===== config.mk =====
export PLATFORM = sky130hd
export DESIGN_NAME = lowmem_csel
export DESIGN_NICKNAME = d
export VERILOG_FILES = /design/src/rtl/lowmem_csel.sv
export SDC_FILE = /design/constraint.sdc
export NUM_CORES = 1
export LEC_CHECK = 0
export ABC_AREA = 0
export ABC_CLOCK_PERIOD_IN_PS = 2200
export BUFFER_PORTS_ARGS = -buffer_cell sky130_fd_sc_hd__buf_2
export CORE_MARGIN = 1.5
export CORE_UTILIZATION = 35
export CTS_CLUSTER_SIZE = 8
export DETAILED_ROUTE_END_ITERATION = 12
export GPL_ROUTABILITY_DRIVEN = 0
export MAX_ROUTING_LAYER = met4
export PLACE_DENSITY = 0.85
export SLEW_MARGIN = 10
export SYNTH_ARGS = -nofsm -noshare
export SYNTH_HDL_FRONTEND = slang
export SYNTH_SLANG_ARGS = --single-unit

===== constraint.sdc =====
create_clock -name clk -period 2.2 [get_ports clk]
set_clock_uncertainty 0.2 [all_clocks]
set_input_delay 0.55 -clock clk [delete_from_list [all_inputs] [get_ports clk]]
set_output_delay 0.55 -clock clk [all_outputs]
set_load 0.01 [all_outputs]

===== src/rtl/lowmem_csel.sv =====
module lowmem_csel #(
  parameter int AW = 20,
  parameter int DW = 16
) (
  input  logic          clk,
  input  logic          rst_n,
  input  logic          strap_n,
  input  logic          reg_wr,
  input  logic [DW-1:0] reg_wdata,
  output logic [DW-1:0] rd_data,
  input  logic          addr_valid,
  input  logic          cyc_mem,
  input  logic [AW-1:0] addr,
  input  logic          cyc_end,
  output logic          sel_n,
  output logic [1:0]    wait_cnt,
  output logic          ign_ready,
  output logic          addr_drive_en
);

  logic [2:0] ub;
  logic       dis_addr, ign_bit, armed, strap_q, strap_done, sel_q;
  logic [1:0] ws;
  logic [2:0] allow;
  logic       hit;

  always_ff @(posedge clk or negedge rst_n) begin
    if (!rst_n) begin
      ub       <= '0;
      dis_addr <= 1'b0;
      ign_bit  <= 1'b0;
      ws       <= '0;
      armed    <= 1'b0;
    end else if (reg_wr) begin
      ub       <= reg_wdata[14:12];
      dis_addr <= reg_wdata[7];
      ign_bit  <= reg_wdata[2];
      ws       <= reg_wdata[1:0];
      armed    <= 1'b1;
    end
  end

  always_ff @(posedge clk or negedge rst_n) begin
    if (!rst_n) begin
      strap_q    <= 1'b1;
      strap_done <= 1'b0;
    end else if (!strap_done) begin
      strap_q    <= strap_n;
      strap_done <= 1'b1;
    end
  end

  assign allow = {&ub, &ub[1:0], ub[0]};
  assign hit   = !addr[AW-1] && ((addr[AW-2:AW-4] & ~allow) == 3'b000);

  always_ff @(posedge clk or negedge rst_n) begin
    if (!rst_n)          sel_q <= 1'b0;
    else if (addr_valid) sel_q <= armed && cyc_mem && hit;
    else if (cyc_end)    sel_q <= 1'b0;
  end

  assign sel_n         = !sel_q;
  assign wait_cnt      = sel_q ? ws : 2'b00;
  assign ign_ready     = sel_q && ign_bit;
  assign addr_drive_en = !dis_addr || !strap_q;
  assign rd_data       = {1'b0, ub, 4'hF, dis_addr, 4'b0000, ign_bit, ws};

endmodule


==> flow_metrics.py, run 1 <==
metrics = {
    "synth": {
        "synthSimpleGateAreaFrac_pct": 7.38,
        "synth-seq-cells": 11,
        "syn_area_um2": 577,
        "netlist_instances": 46,
        "synth_top_family_by_area": "multiplexers",
        "synth_xor_area_share_pct": 0,
        "avgSynthCellArea_um2": 12.5,
        "synth_top_cell_by_area": "dfrtp_1",
        "yosysSeqAreaShare_pct": 47.9,
        "synthAdderAreaFrac_pct": 0,
        "synth_area_leaders": "dfrtp_1 (43%), mux2_4 (18%), buf_4 (14%)",
        "yosys_warnings": 0,
        "synthDominantCellAreaShare_pct": 43.4,
        "synth_cell_types": 16,
        "synthMuxAreaShare_pct": 20.2,
        "synth_compound_area_share_pct": 4.99,
    },
    "power_and_ir_drop": {
        "leakagePower_nw": 0.390,
        "p_per_area_mw_per_mm2": 635,
        "peakVddDrop_mv": 0.363,
    },
    "clocking": {
        "clockBufferDepth": 2,
        "root_buffer": "clkbuf_4",
        "path_clk_slew_ns": 0.07,
        "ctsResizeCount": 0,
        "cts_made_buffers": 3,
        "htree_levels": 1,
        "cts_tree": "done",
        "insertion_delay_ns": 0.26,
        "clock_sink_count": 11,
    },
    "grt": {
        "grt_max_degree": 12,
        "grt_pass1_wl_mm": 1.70,
        "grt_overflow_total": 0,
        "grt_pass1_vias": 394,
        "antenna_found_initial": 0,
        "grtUsageTotal_pct": 13.5,
    },
    "timing": {
        "slew_violations": 0,
        "layout_min_cycle_time_ns": 1.71,
        "setup_violations": 0,
        "setup_slack_ns": 0.490,
        "min_period_over_period_pct": 77.7,
        "fmax_ghz": 0.585,
        "grt_setup_unrepaired": "false",
        "final_hold_viol_count": 0,
        "tns_ns": 0,
    },
    "worst_hold_path": {
        "hp-class": "reg -> reg",
        "hp-start": "armed",
    },
    "detailed_routing": {
        "wl_per_cell_um": 11.2,
        "first_pass_iters": 4,
        "dr_total_vias": 408,
        "dr.first_iter.drc_count": 2,
        "drt.antenna.violating_nets": 0,
        "vias_per_cell": 4.43,
        "wl_mm": 1.03,
        "drc_errors": 0,
    },
    "die": {
        "die_x_um": 43.6,
        "io_pins": 64,
        "die_h_um": 43.6,
        "num_rows": 14,
        "coreArea_mm2": 0.00152,
        "initial_core_util_pct": 37.8,
        "die-area_mm2": 0.00190,
    },
    "cells_and_area": {
        "multi_input_area_um2": 225,
        "seqCellArea_um2": 277,
        "fillers": 144,
        "finalCoreUtilization_pct": 46.9,
        "n_antenna_cell": 0,
        "drive_gt1_share_pct": 56.6,
        "nNetsFinal": 120,
        "syn_to_final_growth_pct": 23.9,
    },
    "setup_path": {
        "worstSetupPathType": "reg -> out",
        "r2r-start": "armed",
        "startpoint_type": "flop",
        "critPathLaunch": "strap_q",
        "rrSetupSlack_ns": 1.15,
        "end_kind": "output pin",
        "required_ns": 1.45,
        "crit_fanout": 2,
        "arrival_ns": 0.96,
    },
    "run": {
        "maxCapViolations": 0,
    },
    "placement": {
        "io_buffers": 29,
        "dp_hpwl_um": 825,
        "post-place-ws_ns": 0.732,
    },
    "run_status": {
        "status": "complete, no violations",
    },
}
-- critical path: stages (launching register included) --
cell and delay, ns:
dfstp_2 0.53, nand2_1 0.04, buf_2 0.13
-- final timing paths --
| path | cells past startpoint | end |
|---|---|---|
| max reg2reg | 3 | sel_q |
| max | 2 | addr_drive_en |
| min | 1 | armed |
| min reg2reg | 1 | armed |
| min in group asynchronous | 2 | strap_done |
| max in group asynchronous | 2 | strap_q |
-- layout make-up --
class                   instances  area share [%]
clock buffers                   4            3.68
inverters                       3            1.58
flip-flops and latches         11            38.7
well taps                      16            2.80
multi-input cells              28            31.5
repair buffers                 30            21.7
-- cell usage in the layout, fill, tap and decap left out --
cell / count
clkbuf_1: 1
dlygate4sd3_1: 1
inv_1: 3
buf_2: 29
and2_1: 3
dfstp_2: 1
nand2_1: 1
o221ai_2: 1
mux2_2: 1
a21oi_1: 1
and4b_1: 1
conb_1: 10
nor2_1: 1
or2_2: 1
clkbuf_4: 3
dfrtp_1: 10
mux2_4: 7
o32ai_1: 1
-- cells in the mapped netlist, drive strengths merged --
cell type and instances:
buf 12, dfrtp 10, mux2 8, and2 3, inv 3, conb 2, a21oi 1, and4b 1
dfstp 1, nand2 1, nor2 1, o221ai 1, o32ai 1, or2 1
-- per-stage QoR --
stage | cell area, um^2 | instances | total power, mW | hold WS, ns
6_report | 714 | 92 | 0.454 | 0.277
4_1_cts | 714 | 92 | 0.462 | 0.265
2_1_floorplan | 607 | 54 | 0.301 | 0.0544
3_5_place_dp | 678 | 87 | 0.323 | 0.230
5_1_grt | 714 | 92 | 0.487 | 0.264
3_3_place_gp | 678 | 87 | 0.319 | 0.229
-- cells by family (layout without fill, tap and decap cells) --
logic type	count (synthesis)	after routing
buffers and inverters	15	37
flip-flops	11	11
multiplexers	8	8
AND/OR/NAND/NOR	7	7
AO/OA/AOI/OAI	3	3
other	2	10
-- per-layer routing --
layer	share of wire [%]	vias up	wire [um]	global-route usage (%)
li1	-	188	-	-
met1	38	193	389	13.6
met2	53	27	543	22.4
met3	9.6	0	99	3.75
met4	0	0	0	9.09
met5	0	-	0	-
-- what timing repair did --
action	CTS	global route
buffers inserted	0	0
hold buffers	1	0
endpoints found under the hold margin	10	0
-- power by group --
group | internal, mW | switching, mW
registers | 0.220 | 0.0128
logic | 0.0467 | 0.0401
clock network | 0.0700 | 0.0641
-- flip-flops by register name, indices dropped and copies added, names as in the netlist --
name,count
ws,2
ign_bit,1
strap_done,1
strap_q,1
sel_q,1
ub,3
armed,1
dis_addr,1
Note: power is estimated with default switching activity, not from simulation.
==> run 2, diff against run 1 <==
- ABC_CLOCK_PERIOD_IN_PS: 2200 -> 1540
- CORE_UTILIZATION: 35 -> 29
- PLACE_DENSITY: 0.85 -> 0.76
- clock period: 2.2 -> 1.54 ns (I/O delays scaled with it)
==> run 2 against run 1 <==
Net effect:
- the run now ends with negative setup slack left
- sequential power rose by 42%
- power rose by 43%
- clock-buffer cell count did not move
- critical path depth did not move
- via count fell by 2.0%
- clock power rose by 37%
- non-clock buffer count rose by 2
- combinational power rose by 51%
- first-iteration DRC count rose by 100%
- critical path type unchanged
==> flow_metrics.py, run 2 (synthesis results as in run 1) <==
metrics = {
    "detailed_routing": {
        "vias_per_cell": 3.88,
        "met3_length_um": 104,
        "dr.first_iter.drc_count": 4,
        "dr_total_vias": 400,
        "maxUsedRoutingLayer": "met4",
        "wl_met1_um": 388,
        "drt.antenna.violating_nets": 0,
        "routed-wl-met2_um": 493,
        "drc_errors": 0,
        "first_pass_iters": 3,
        "wl_per_cell_um": 9.61,
        "wl_um": 990,
    },
    "cells_and_area": {
        "layout_common_cells": "buf_2 (29), conb_1 (10), dfrtp_1 (10)",
        "fillers": 191,
        "drive_gt1_share_pct": 57.7,
        "finalCoreUtilization_pct": 41.1,
        "syn_to_final_growth_pct": 28.4,
        "stdcell_count": 103,
        "regMostFlops": "ub",
        "mostFrequentLayoutCell": "buf_2",
        "largest_reg_flops": 3,
        "n_antenna_cell": 0,
        "top_regs": "ub (3), ws (2)",
        "nNetsFinal": 122,
    },
    "power_and_ir_drop": {
        "p_per_area_mw_per_mm2": 873,
        "power_mw": 0.646,
        "peakVddDrop_mv": 0.386,
        "leakagePower_nw": 0.400,
    },
    "clocking": {
        "cts_tree": "done",
        "insertion_delay_ns": 0.26,
        "clock_sink_count": 11,
        "ctsResizeCount": 0,
        "htree_levels": 1,
        "path_clk_slew_ns": 0.06,
        "root_buffer": "clkbuf_4",
        "clockBufferDepth": 2,
        "cts_made_buffers": 3,
    },
    "die": {
        "io_pins": 64,
        "die_h_um": 47.6,
        "die-area_mm2": 0.00227,
        "die_x_um": 47.6,
        "coreArea_mm2": 0.00180,
        "num_rows": 15,
        "initial_core_util_pct": 32.0,
    },
    "timing": {
        "fmax_ghz": 0.649,
        "final_hold_viol_count": 0,
        "min_period_over_period_pct": 100,
        "slew_violations": 0,
        "setup_violations": 1,
        "hold_ws_ns": 0.114,
        "setup_slack_ns": -0.000794,
        "grt_setup_unrepaired": "true",
        "layout_min_cycle_time_ns": 1.54,
    },
    "placement": {
        "dp.cells": 96,
        "io_buffers": 29,
        "dp_hpwl_um": 849,
        "post-place-ws_ns": 0.246,
    },
    "run": {
        "maxCapViolations": 0,
    },
    "run_status": {
        "status": "finished, violations left",
        "violations": "negative setup slack",
    },
    "setup_path": {
        "arrival_ns": 0.96,
        "worstSetupPathType": "reg -> out",
        "cp_slowest_cell": "dfstp_2",
        "crit_fanout": 2,
        "startpoint_type": "flop",
        "required_ns": 0.95,
        "end_kind": "output pin",
        "slowest_delay_ns": 0.53,
        "crit_chain": "nand2_1 -> buf_2",
    },
    "grt": {
        "grt_overflow_total": 0,
        "grt_max_degree": 12,
        "grtUsageTotal_pct": 10.2,
        "grt_pass1_vias": 355,
        "antenna_found_initial": 0,
        "grt_pass1_wl_mm": 1.46,
    },
    "worst_hold_path": {
        "hp-class": "in -> reg",
    },
}
==> run 2: layout make-up <==
class | instances | area (um^2) | share of cell area [%]
clock buffers | 4 | 26.3 | 3.55
repair buffers | 32 | 170 | 23.0
inverters | 3 | 11.3 | 1.52
multi-input cells | 28 | 225 | 30.4
well taps | 25 | 31.3 | 4.22
flip-flops and latches | 11 | 277 | 37.3
==> run 2: repair_timing <==
item	CTS	global route
hold buffers	1	0
endpoints found under the setup margin	1	4
setup buffers	0	2
endpoints found under the hold margin	10	0
==> run 2: layer usage <==
layer / global-route usage (%) / up-vias
met1: 10.2 / 182
met5: - / -
met3: 6.79 / 2
li1: - / 192
met2: 17.0 / 24
met4: 1.62 / 0
==> run 2: report_power, final <==
group	leakage (nW)	switching, mW	internal (mW)
sequential	0.127	0.0178	0.314
clock	0.0150	0.0837	0.0999
combinational	0.258	0.0580	0.0728
total	0.400	0.159	0.487
==> run 2: worst paths after layout <==
kind / endpoint / slack, ns / depth (start not counted) / startpoint
max: addr_drive_en / -0.0008 / 2 / strap_q
min: sel_q / 0.11 / 2 / cyc_end
max reg2reg: ws[0] / 0.45 / 2 / ws[0]
min reg2reg: armed / 0.27 / 1 / armed
max in group asynchronous: strap_q / 0.56 / 2 / rst_n
min in group asynchronous: sel_q / 0.31 / 2 / rst_n
==> run 2: critical path: cells and delay by family, from the launching register on <==
kind	cells	cell delay, ns
buffers and inverters	1	0.13
and+or+nand+nor	1	0.04
DFF	1	0.53
==> run 2: stage by stage <==
step | TNS [ns] | instance area, um^2
floorplan | 0 | 607
global placement | 0 | 689
detailed placement | 0 | 689
CTS | -0.0219 | 726
global route | -0.157 | 741
finish | -0.000794 | 741
